## config.mk

```make
export PLATFORM = sky130hd
export DESIGN_NAME = pulse_scaler_bank
export DESIGN_NICKNAME = d
export VERILOG_FILES = /design/src/rtl/scaler_pkg.sv /design/src/rtl/scaler_sync.sv /design/src/rtl/scaler_rise.sv /design/src/rtl/scaler_inhibit_hold.sv /design/src/rtl/scaler_channel.sv /design/src/rtl/pulse_scaler_bank.sv
export SDC_FILE = /design/constraint.sdc
export NUM_CORES = 1
export LEC_CHECK = 0
export ABC_AREA = 1
export BUFFER_PORTS_ARGS = -buffer_cell sky130_fd_sc_hd__buf_2
export CAP_MARGIN = 30
export CORE_MARGIN = 1.5
export CORE_UTILIZATION = 40
export DETAILED_ROUTE_END_ITERATION = 6
export GPL_TIMING_DRIVEN = 0
export SETUP_SLACK_MARGIN = 0.3
export SKIP_CTS_REPAIR_TIMING = 1
export SYNTH_ARGS = -nofsm -noshare
export SYNTH_HDL_FRONTEND = slang
export SYNTH_SLANG_ARGS = --single-unit
```

## constraint.sdc

```tcl
create_clock -name clk -period 2.56 [get_ports clk]
set_input_delay 0.384 -clock clk [delete_from_list [all_inputs] [get_ports clk]]
set_output_delay 0.384 -clock clk [all_outputs]
set_load 0.02 [all_outputs]
```

## src/rtl/scaler_pkg.sv

```systemverilog
package scaler_pkg;

   // Role a channel plays, given its index and its pair's join bit.
   typedef enum logic [1:0] {
      ROLE_SOLO = 2'd0,
      ROLE_LOW  = 2'd1,
      ROLE_HIGH = 2'd2
   } lane_role_e;

   function automatic lane_role_e lane_role(input int idx, input logic joined);
      if (!joined)
         return ROLE_SOLO;
      else if ((idx % 2) == 0)
         return ROLE_LOW;
      else
         return ROLE_HIGH;
   endfunction

   // Bits needed for a down-counter holding values 0..n.
   function automatic int hold_bits(input int n);
      return (n < 2) ? 1 : $clog2(n + 1);
   endfunction

endpackage

```

## src/rtl/scaler_sync.sv

```systemverilog
module scaler_sync #(
   parameter int STAGES = 2,
   parameter int LANES  = 1
) (
   input  logic             clk,
   input  logic             rst_n,
   input  logic [LANES-1:0] d,
   output logic [LANES-1:0] q
);

   logic [LANES-1:0] pipe_q [STAGES];

   always_ff @(posedge clk or negedge rst_n) begin
      if (!rst_n) begin
         for (int k = 0; k < STAGES; k++) pipe_q[k] <= '0;
      end else begin
         pipe_q[0] <= d;
         for (int k = 1; k < STAGES; k++) pipe_q[k] <= pipe_q[k-1];
      end
   end

   assign q = pipe_q[STAGES-1];

endmodule

```

## src/rtl/scaler_rise.sv

```systemverilog
module scaler_rise #(
   parameter int LANES = 1
) (
   input  logic             clk,
   input  logic             rst_n,
   input  logic [LANES-1:0] level,
   output logic [LANES-1:0] rise
);

   logic [LANES-1:0] prev_q;

   always_ff @(posedge clk or negedge rst_n) begin
      if (!rst_n) prev_q <= '0;
      else        prev_q <= level;
   end

   assign rise = level & ~prev_q;

endmodule

```

## src/rtl/scaler_inhibit_hold.sv

```systemverilog
module scaler_inhibit_hold
   import scaler_pkg::*;
#(
   parameter int HOLD = 4
) (
   input  logic clk,
   input  logic rst_n,
   input  logic inh_sync,
   output logic inh_eff
);

   localparam int HW = hold_bits(HOLD);
   localparam logic [HW-1:0] HOLD_V = HW'(HOLD);

   logic [HW-1:0] hold_q;

   always_ff @(posedge clk or negedge rst_n) begin
      if (!rst_n)
         hold_q <= '0;
      else if (inh_sync)
         hold_q <= HOLD_V;
      else if (hold_q != '0)
         hold_q <= hold_q - 1'b1;
   end

   assign inh_eff = inh_sync | (hold_q != '0);

endmodule

```

## src/rtl/scaler_channel.sv

```systemverilog
module scaler_channel #(
   parameter int CW = 24
) (
   input  logic          clk,
   input  logic          rst_n,
   input  logic          clr,
   input  logic          inc,
   input  logic          flag_en,
   output logic [CW-1:0] count,
   output logic          flag
);

   logic [CW-1:0] cnt_q, cnt_d;
   logic          flag_q;

   always_comb begin
      if (clr)      cnt_d = '0;
      else if (inc) cnt_d = cnt_q + 1'b1;
      else          cnt_d = cnt_q;
   end

   always_ff @(posedge clk or negedge rst_n) begin
      if (!rst_n) begin
         cnt_q  <= '0;
         flag_q <= 1'b0;
      end else begin
         cnt_q  <= cnt_d;
         flag_q <= clr ? 1'b0 : (flag_q | (flag_en & cnt_d[CW-1]));
      end
   end

   assign count = cnt_q;
   assign flag  = flag_q & flag_en;

endmodule

```

## src/rtl/pulse_scaler_bank.sv

```systemverilog
module pulse_scaler_bank
   import scaler_pkg::*;
#(
   parameter int NCH         = 12,
   parameter int CW          = 24,
   parameter int SYNC_STAGES = 2,
   parameter int INH_HOLD    = 4
) (
   input  logic                clk,
   input  logic                rst_n,
   input  logic [NCH-1:0]      pulse_in,
   input  logic                inhibit_in,
   input  logic                fast_clear,
   input  logic                test_inc,
   input  logic [NCH/2-1:0]    pair_cfg,
   output logic [NCH*CW-1:0]   count_flat,
   output logic [NCH-1:0]      half_flag,
   output logic                flag_any
);

   localparam int NPAIR = NCH / 2;
   localparam logic [CW-1:0] CNT_TOP = '1;

   if ((NCH % 2) != 0 || NCH < 2) begin : g_bad_nch
      $error("pulse_scaler_bank: NCH must be even and at least 2");
   end
   if (CW < 2) begin : g_bad_cw
      $error("pulse_scaler_bank: CW must be at least 2");
   end
   if (SYNC_STAGES < 2) begin : g_bad_sync
      $error("pulse_scaler_bank: SYNC_STAGES must be at least 2");
   end
   if (INH_HOLD < 1) begin : g_bad_hold
      $error("pulse_scaler_bank: INH_HOLD must be at least 1");
   end

   logic [NCH-1:0]   pulse_sync;
   logic [NCH-1:0]   pulse_rise;
   logic             inh_sync;
   logic             inh_eff;
   logic [NCH-1:0]   own_inc;
   logic [NCH-1:0]   inc_vec;
   logic [NCH-1:0]   flag_en;
   logic [NPAIR-1:0] low_wrap;

   // Pulse path: synchronizer then edge detector.
   scaler_sync #(.STAGES(SYNC_STAGES), .LANES(NCH)) u_pulse_sync (
      .clk   (clk),
      .rst_n (rst_n),
      .d     (pulse_in),
      .q     (pulse_sync)
   );

   scaler_rise #(.LANES(NCH)) u_pulse_rise (
      .clk   (clk),
      .rst_n (rst_n),
      .level (pulse_sync),
      .rise  (pulse_rise)
   );

   // Inhibit path: same sync depth so it lines up with the edges.
   scaler_sync #(.STAGES(SYNC_STAGES), .LANES(1)) u_inh_sync (
      .clk   (clk),
      .rst_n (rst_n),
      .d     (inhibit_in),
      .q     (inh_sync)
   );

   scaler_inhibit_hold #(.HOLD(INH_HOLD)) u_inh_hold (
      .clk      (clk),
      .rst_n    (rst_n),
      .inh_sync (inh_sync),
      .inh_eff  (inh_eff)
   );

   // Gated edges merged with the test strobe: at most one step per cycle.
   assign own_inc = (pulse_rise & {NCH{~inh_eff}}) | {NCH{test_inc}};

   // Carry out of each pair's low half.
   for (genvar p = 0; p < NPAIR; p++) begin : g_pair
      assign low_wrap[p] = own_inc[2*p] & (count_flat[(2*p)*CW +: CW] == CNT_TOP);
   end

   for (genvar i = 0; i < NCH; i++) begin : g_chan
      lane_role_e role;
      assign role = lane_role(i, pair_cfg[i/2]);

      if ((i % 2) == 1) begin : g_odd
         assign inc_vec[i] = (role == ROLE_HIGH) ? low_wrap[i/2] : own_inc[i];
      end else begin : g_even
         assign inc_vec[i] = own_inc[i];
      end

      assign flag_en[i] = (role == ROLE_SOLO);

      scaler_channel #(.CW(CW)) u_chan (
         .clk     (clk),
         .rst_n   (rst_n),
         .clr     (fast_clear),
         .inc     (inc_vec[i]),
         .flag_en (flag_en[i]),
         .count   (count_flat[i*CW +: CW]),
         .flag    (half_flag[i])
      );
   end

   assign flag_any = |half_flag;

endmodule

```

==> results.cfg, run 1 <==
[outcome]
status = complete, no violations

[sta]
hold_viol = 0
slew_headroom_pct = 32.4
fin_crit_sh_pct = 88.0
rsz0062_at_grt = yes
setup_viol = 0
setup_tns_ps = 0
tightest_slew_ps = 1010
whs_ps = 177
fmax_ghz = 0.444
finalCriticalPeriod_ps = 2250
skew_ps = 18.5
drv_slew = 0

[critical_path]
timing.rr.end = g_chan[1].u_chan.count[19]
r2r-start = u_inh_hold.hold_q[0]
slowest_stage = nor4_4
crit_type = reg -> out
start_kind = flip-flop
critPathMaxStageDelay_ps = 440
rr_worst_depth = 13
end_kind = output port
r2r_slack_ps = 420
critPathArrivalTime_ps = 1870
worstPathRequired_ps = 2180
critPathMaxFanout = 2
worstPathCellList = inv_1, nor2_2, nor4_4, nand3_2, buf_4

[cts]
cts_max_level = 2
path_clk_slew_ps = 60
cts_root_buffer = clkbuf_16
clock_sinks = 341
cts_buffers = 43
cts_tree = yes
clockBufferDepth = 3
clock_latency_ps = 570

[power_and_ir_drop]
p_seq_share_pct = 42.9
finalPower_w = 0.0129
powerDensity_mw_per_mm2 = 558
peakVddDrop_mv = 0.354
clkPwrFrac_pct = 49.4
swShare_pct = 25.2
p_switching_w = 0.00327
p_leak_nw = 10.8
p_comb_share_pct = 7.6
internal_power_w = 0.00968

[global_routing]
grt_max_degree = 114
grt_pass1_vias = 17200
grt_pass1_wl_um = 99100
grt-ovfl-total = 0
grt_usage_pct = 26.6
antenna_found_initial = 5

[synth]
synth_async_sr_flop_share_pct = 100
syn_area_sq_mm = 0.0189
syn_nets = 2520
synth_cells = 2483
synth_edf_count = 0
ys.flop_type = dfrtp_1
synth_seq_area_share_pct = 45.2
synth.avg_cell_area_sq_um = 7.61
synth_cell_type_count = 56
ys_ff_latch = 341
yosysWarningCount = 0

[routing]
drtIter0Drc = 1421
routed_wl_um = 65200
vias = 18400
ant_nets = 0
post_drt_wl_per_cell_um = 18.5
met1Wirelength_um = 29300
top_layer = met5
vias_per_cell = 5.22
first_pass_iters = 5
met2_length_um = 29600
met3_length_um = 4290
drc = 0

[floorplan]
ios = 324
die_h_um = 220
core_area_sq_mm = 0.0466
start_util_pct = 40.6
die_w_um = 220
rows = 79
dieArea_sq_mm = 0.0485

[final_layout]
final_util_pct = 49.8
fillers = 4575
drive_above_1_share_pct = 19.1
areaGrowthSynthToFinish_pct = 22.9
multi_input_area_sq_mm = 0.00896
seqCellArea_sq_mm = 0.00853
finish.net_count = 2916

[flow_run]
drv_cap = 0

[hold_path]
hold_class = in -> reg
min_to = g_chan[4].u_chan.flag_q
hold_depth = 4
min_from = pair_cfg[2]

[placement]
hpwl_um = 49200
gp_congestion = 0.931
numPortBuffers = 323
synthesized netlist by cell type (3+ instances only):
cell,count,share of area [%]
o21ai_1,17,0.45
nand3_1,136,3.6
nand4_2,6,0.40
o31ai_1,37,1.5
o221a_2,3,0.18
nor3_2,8,0.42
xnor2_1,14,0.65
buf_1,4,0.079
nand2_4,6,0.36
nor4_1,13,0.43
nand2_1,598,12
xor2_1,41,1.9
nor2_1,333,6.6
nand2_2,26,0.86
a31oi_1,7,0.23
a211oi_1,6,0.24
ha_1,14,0.93
buf_4,15,0.60
dfrtp_1,341,45
inv_2,13,0.26
a221oi_1,3,0.14
a21oi_1,156,4.1
and2_1,6,0.20
buf_2,8,0.21
o21ai_0,118,3.1
clkbuf_1,28,0.56
nor2_2,15,0.50
and3_1,15,0.50
nand3b_1,13,0.52
a2bb2oi_1,3,0.14
nand4_1,64,2.1
nor3_1,95,2.5
buf_6,8,0.48
nand3_4,3,0.28
nor2_4,8,0.48
o21a_1,13,0.52
nand3_2,4,0.21
inv_1,263,5.2
metrics by stage:
stage | setup WS [ps] | area (sq um) | instances
2_1_floorplan | 758 | 18900 | 2483
3_3_place_gp | -5900 | 21300 | 3413
3_5_place_dp | -128 | 21500 | 3422
4_1_cts | -160 | 22900 | 3500
5_1_grt | 254 | 23200 | 3522
6_report | 307 | 23200 | 3522
worst max-delay path, delay by kind of cell (launching register included):
kind	cells	cell delay, ps
buffers and inverters	2	270
AND/OR/NAND/NOR	3	670
flip-flops	1	360
logic make-up (layout without fill, tap and decap cells):
family                     Yosys count  in the layout  share of synthesized area, %
other                                0              3                             0
and+or+nand+nor                   1359           1359                          32.6
xor gates and xnor gates            55             55                          2.55
adders and majority gates           14             14                         0.928
buffers and inverters              342            771                          7.70
DFF                                341            341                          45.2
AOI/OAI and AO/OA                  372            372                          11.1
power by group through the flow:
stage | clock, W | combinational (W) | sequential, W
4_1_cts | 0.00653 | 0.000945 | 0.00555
6_report | 0.00640 | 0.000988 | 0.00556
3_3_place_gp | 0 | 0.000893 | 0.00565
5_1_grt | 0.00674 | 0.00109 | 0.00557
2_1_floorplan | 0 | 0.000437 | 0.00568
3_5_place_dp | 0 | 0.000943 | 0.00565
cell usage in the layout (no fill, tap or decap), types with 14 or more instances in the layout:
cell / synthesis / layout
nor3_1: 95 / 95
inv_1: 263 / 261
dfrtp_1: 341 / 341
nand2_2: 26 / 25
nand3_1: 136 / 135
and3_1: 15 / 15
buf_4: 15 / 21
xor2_1: 41 / 41
a21oi_1: 156 / 155
o31ai_1: 37 / 37
nor2_1: 333 / 329
nand2_1: 598 / 598
o21ai_0: 118 / 118
nor2_2: 15 / 19
dlygate4sd3_1: 0 / 14
o21ai_1: 17 / 17
clkbuf_16: 0 / 43
inv_2: 13 / 15
xnor2_1: 14 / 14
clkbuf_1: 28 / 36
nand4_1: 64 / 64
buf_2: 8 / 329
per-layer routing:
layer	up-vias	GRT usage [%]
li1	8970	-
met1	8718	36.6
met2	591	41.6
met3	110	5.09
met4	4	9.41
met5	-	1.01
sequential cells by signal (all words and copies together), names as in the netlist:
name / count
u_pulse_sync.q: 12
u_pulse_rise.prev_q: 12
u_pulse_sync.pipe_q: 12
g_chan.u_chan.count: 288
u_inh_sync.pipe_q: 1
u_inh_sync.q: 1
g_chan.u_chan.flag_q: 12
u_inh_hold.hold_q: 3
cell type report:
type                    count  share of cell area (%)
clock inverters            16                   0.949
clock buffers              62                    5.42
well taps                 607                    3.27
flip-flops and latches    341                    36.8
multi-input cells        1800                    38.6
plain buffers              66                    1.82
inverters                 276                    4.47
repair buffers            351                    8.62
diodes                      3                  0.0324
how the worst max path moves through the flow:
stage / startpoint / to / slack (ps) / cells past startpoint
2_1_floorplan: u_inh_hold.hold_q[0] / g_chan[0].u_chan.count[10] / 760 / 12
3_3_place_gp: rst_n / g_chan[1].u_chan.count[12] / -5900 / 1
3_5_place_dp: fast_clear / g_chan[1].u_chan.count[22] / -130 / 7
4_1_cts: g_chan[7].u_chan.flag_q / flag_any / -160 / 5
5_1_grt: g_chan[6].u_chan.flag_q / flag_any / 250 / 5
6_report: g_chan[6].u_chan.flag_q / flag_any / 310 / 5
(Power assumes the default switching activity.)
==> run 2: changes to the inputs <==
--- a/config.mk
+++ b/config.mk
@@ -10,6 +10,7 @@
 export CAP_MARGIN = 30
 export CORE_MARGIN = 1.5
 export CORE_UTILIZATION = 40
+export CTS_BUF_LIST = sky130_fd_sc_hd__clkbuf_4 sky130_fd_sc_hd__clkbuf_8
 export DETAILED_ROUTE_END_ITERATION = 6
 export GPL_TIMING_DRIVEN = 0
 export SETUP_SLACK_MARGIN = 0.3
==> run 2 against run 1 <==
  * Utilization down 0.37 points
  * Total power shrank 7.3%
  * Clock skew barely moved
  * Cell count increased by 0.82%
  * Via count up 0.96%
  * Final area decreased by 0.75%
  * Largest power group is now registers
==> results.cfg, run 2 (same netlist as run 1, synthesis figures left out) <==
[final_layout]
final_cell_mix = 598 x nand2_1, 341 x dfrtp_1, 329 x buf_2, 327 x nor2_1, 259 x inv_1
drive_above_1_share_pct = 20.3
finish.net_count = 2935
largest_register_ffs = 288
final_common_cell = nand2_1
areaGrowthSynthToFinish_pct = 21.9
final-instance-count-excl-fill = 3551

[cts]
cts_buffers = 61
cts_root_buffer = clkbuf_8
path_clk_slew_ps = 60
clockBufferDepth = 3
cts_tree = yes
cts_max_level = 2
clock_sinks = 341
clock_latency_ps = 660

[critical_path]
critPathMaxStageDelay_ps = 420
end_kind = output port
worstPathBufferInverterCount = 2
start_kind = flip-flop
worstPathCellList = inv_2, nor2_4, nor4_4, nand3_2, buf_6
worstPathRequired_ps = 2180
critPathArrivalTime_ps = 1920
critPathMaxFanout = 2
crit_type = reg -> out
crit_family = simple AND/OR/NAND/NOR gates
slowest_stage = nor4_4

[floorplan]
die_w_um = 220
rows = 79
dieArea_sq_mm = 0.0485
start_util_pct = 40.6
ios = 324
die_h_um = 220
core_area_sq_mm = 0.0466

[power_and_ir_drop]
powerDensity_mw_per_mm2 = 521
p_leak_nw = 10.8
internal_power_w = 0.00882
finalPower_w = 0.0120
p_comb_share_pct = 8.3
p_seq_share_pct = 46.3
peakVddDrop_mv = 0.324
swShare_pct = 26.5
clkPwrFrac_pct = 45.4
p_switching_w = 0.00318

[routing]
vias_per_cell = 5.23
vias = 18600
drtIter0Drc = 1431
routed_wl_um = 65200
first_pass_iters = 6
ant_nets = 0
drc = 0
post_drt_wl_per_cell_um = 18.4

[sta]
finalCriticalPeriod_ps = 2300
tightest_slew_ps = 997
fin_crit_sh_pct = 89.9
whs_ps = 103
skew_ps = 18.3
rsz0062_at_grt = yes
hold_viol = 0
setup_viol = 0
slew_headroom_pct = 33.6
fmax_ghz = 0.435
drv_slew = 0

[global_routing]
grt_pass1_wl_um = 99100
grt_usage_pct = 26.6
grt-ovfl-total = 0
grt_pass1_vias = 17400
grt_max_degree = 114
antenna_found_initial = 4

[hold_path]
hold_class = in -> reg

[placement]
gp_congestion = 0.931
hpwl_um = 49200
placed_cells = 3422
numPortBuffers = 323

[flow_run]
drv_cap = 0

[outcome]
status = complete, no violations
-- run 2: cell count changes in the layout (fill, tap and decap cells not counted), sizes merged --
cell	delta
buf	+1
bufinv	-4
clkbuf	+33
clkinvlp	+2
diode	-1
inv	-2
-- run 2: area by class of cell --
type	count	area [sq um]
inverters	276	1040
fillers	4626	23500
diodes	2	5.00
clock buffers	95	1190
flip-flops and latches	341	8530
clock inverters	12	97.6
plain buffers	66	418
multi-input cells	1800	8970
well taps	607	759
repair buffers	352	2010
-- run 2: final timing paths --
check,from,endpoint,slack (ps),cells after the start
max in group asynchronous,rst_n,g_chan[1].u_chan.count[12],1030,4
min reg2reg,u_pulse_sync.pipe_q[21],u_pulse_sync.q[9],350,0
max reg2reg,u_inh_hold.hold_q[0],g_chan[3].u_chan.flag_q,400,12
max,g_chan[6].u_chan.flag_q,flag_any,260,5
min,pair_cfg[5],g_chan[10].u_chan.flag_q,100,4
min in group asynchronous,rst_n,g_chan[2].u_chan.count[15],230,2
-- run 2: worst register-to-register path, cell delays in order, from the launching register on --
cell and delay [ps]:
dfrtp_1 400, inv_2 90, ha_4 140, inv_1 80, nor2_4 170, nand3_1 110
nand2_2 140, nand4_4 190, nand2_4 160, buf_6 150, nand2_1 110, nand4_1 180
a21oi_1 100
-- run 2: power by group through the flow --
stage	Sequential [W]	Combinational, W	Clock, W
floorplan	0.00568	0.000437	0
global placement	0.00565	0.000893	0
detailed placement	0.00565	0.000943	0
CTS	0.00555	0.000945	0.00560
global route	0.00557	0.00110	0.00583
finish	0.00556	0.000994	0.00545
-- run 2: layer usage --
layer | share of wire, % | GRT usage [%] | wire length, um
met2 | 45 | 41.2 | 29400
met5 | 0.021 | 0 | 14
met3 | 7.1 | 5.21 | 4620
met1 | 45 | 36.7 | 29100
met4 | 3.2 | 10.0 | 2110
-- run 2: metrics by stage --
stage | cell area, sq um | TNS [ps] | setup WS (ps) | util, %
finish | 23000 | 0 | 259 | 49.5
global route | 23000 | 0 | 198 | 49.5
CTS | 22800 | -283 | -283 | 48.9
detailed placement | 21500 | -1270 | -128 | 46.1
global placement | 21300 | -1994590 | -5900 | 45.7
floorplan | 18900 | 0 | 758 | -
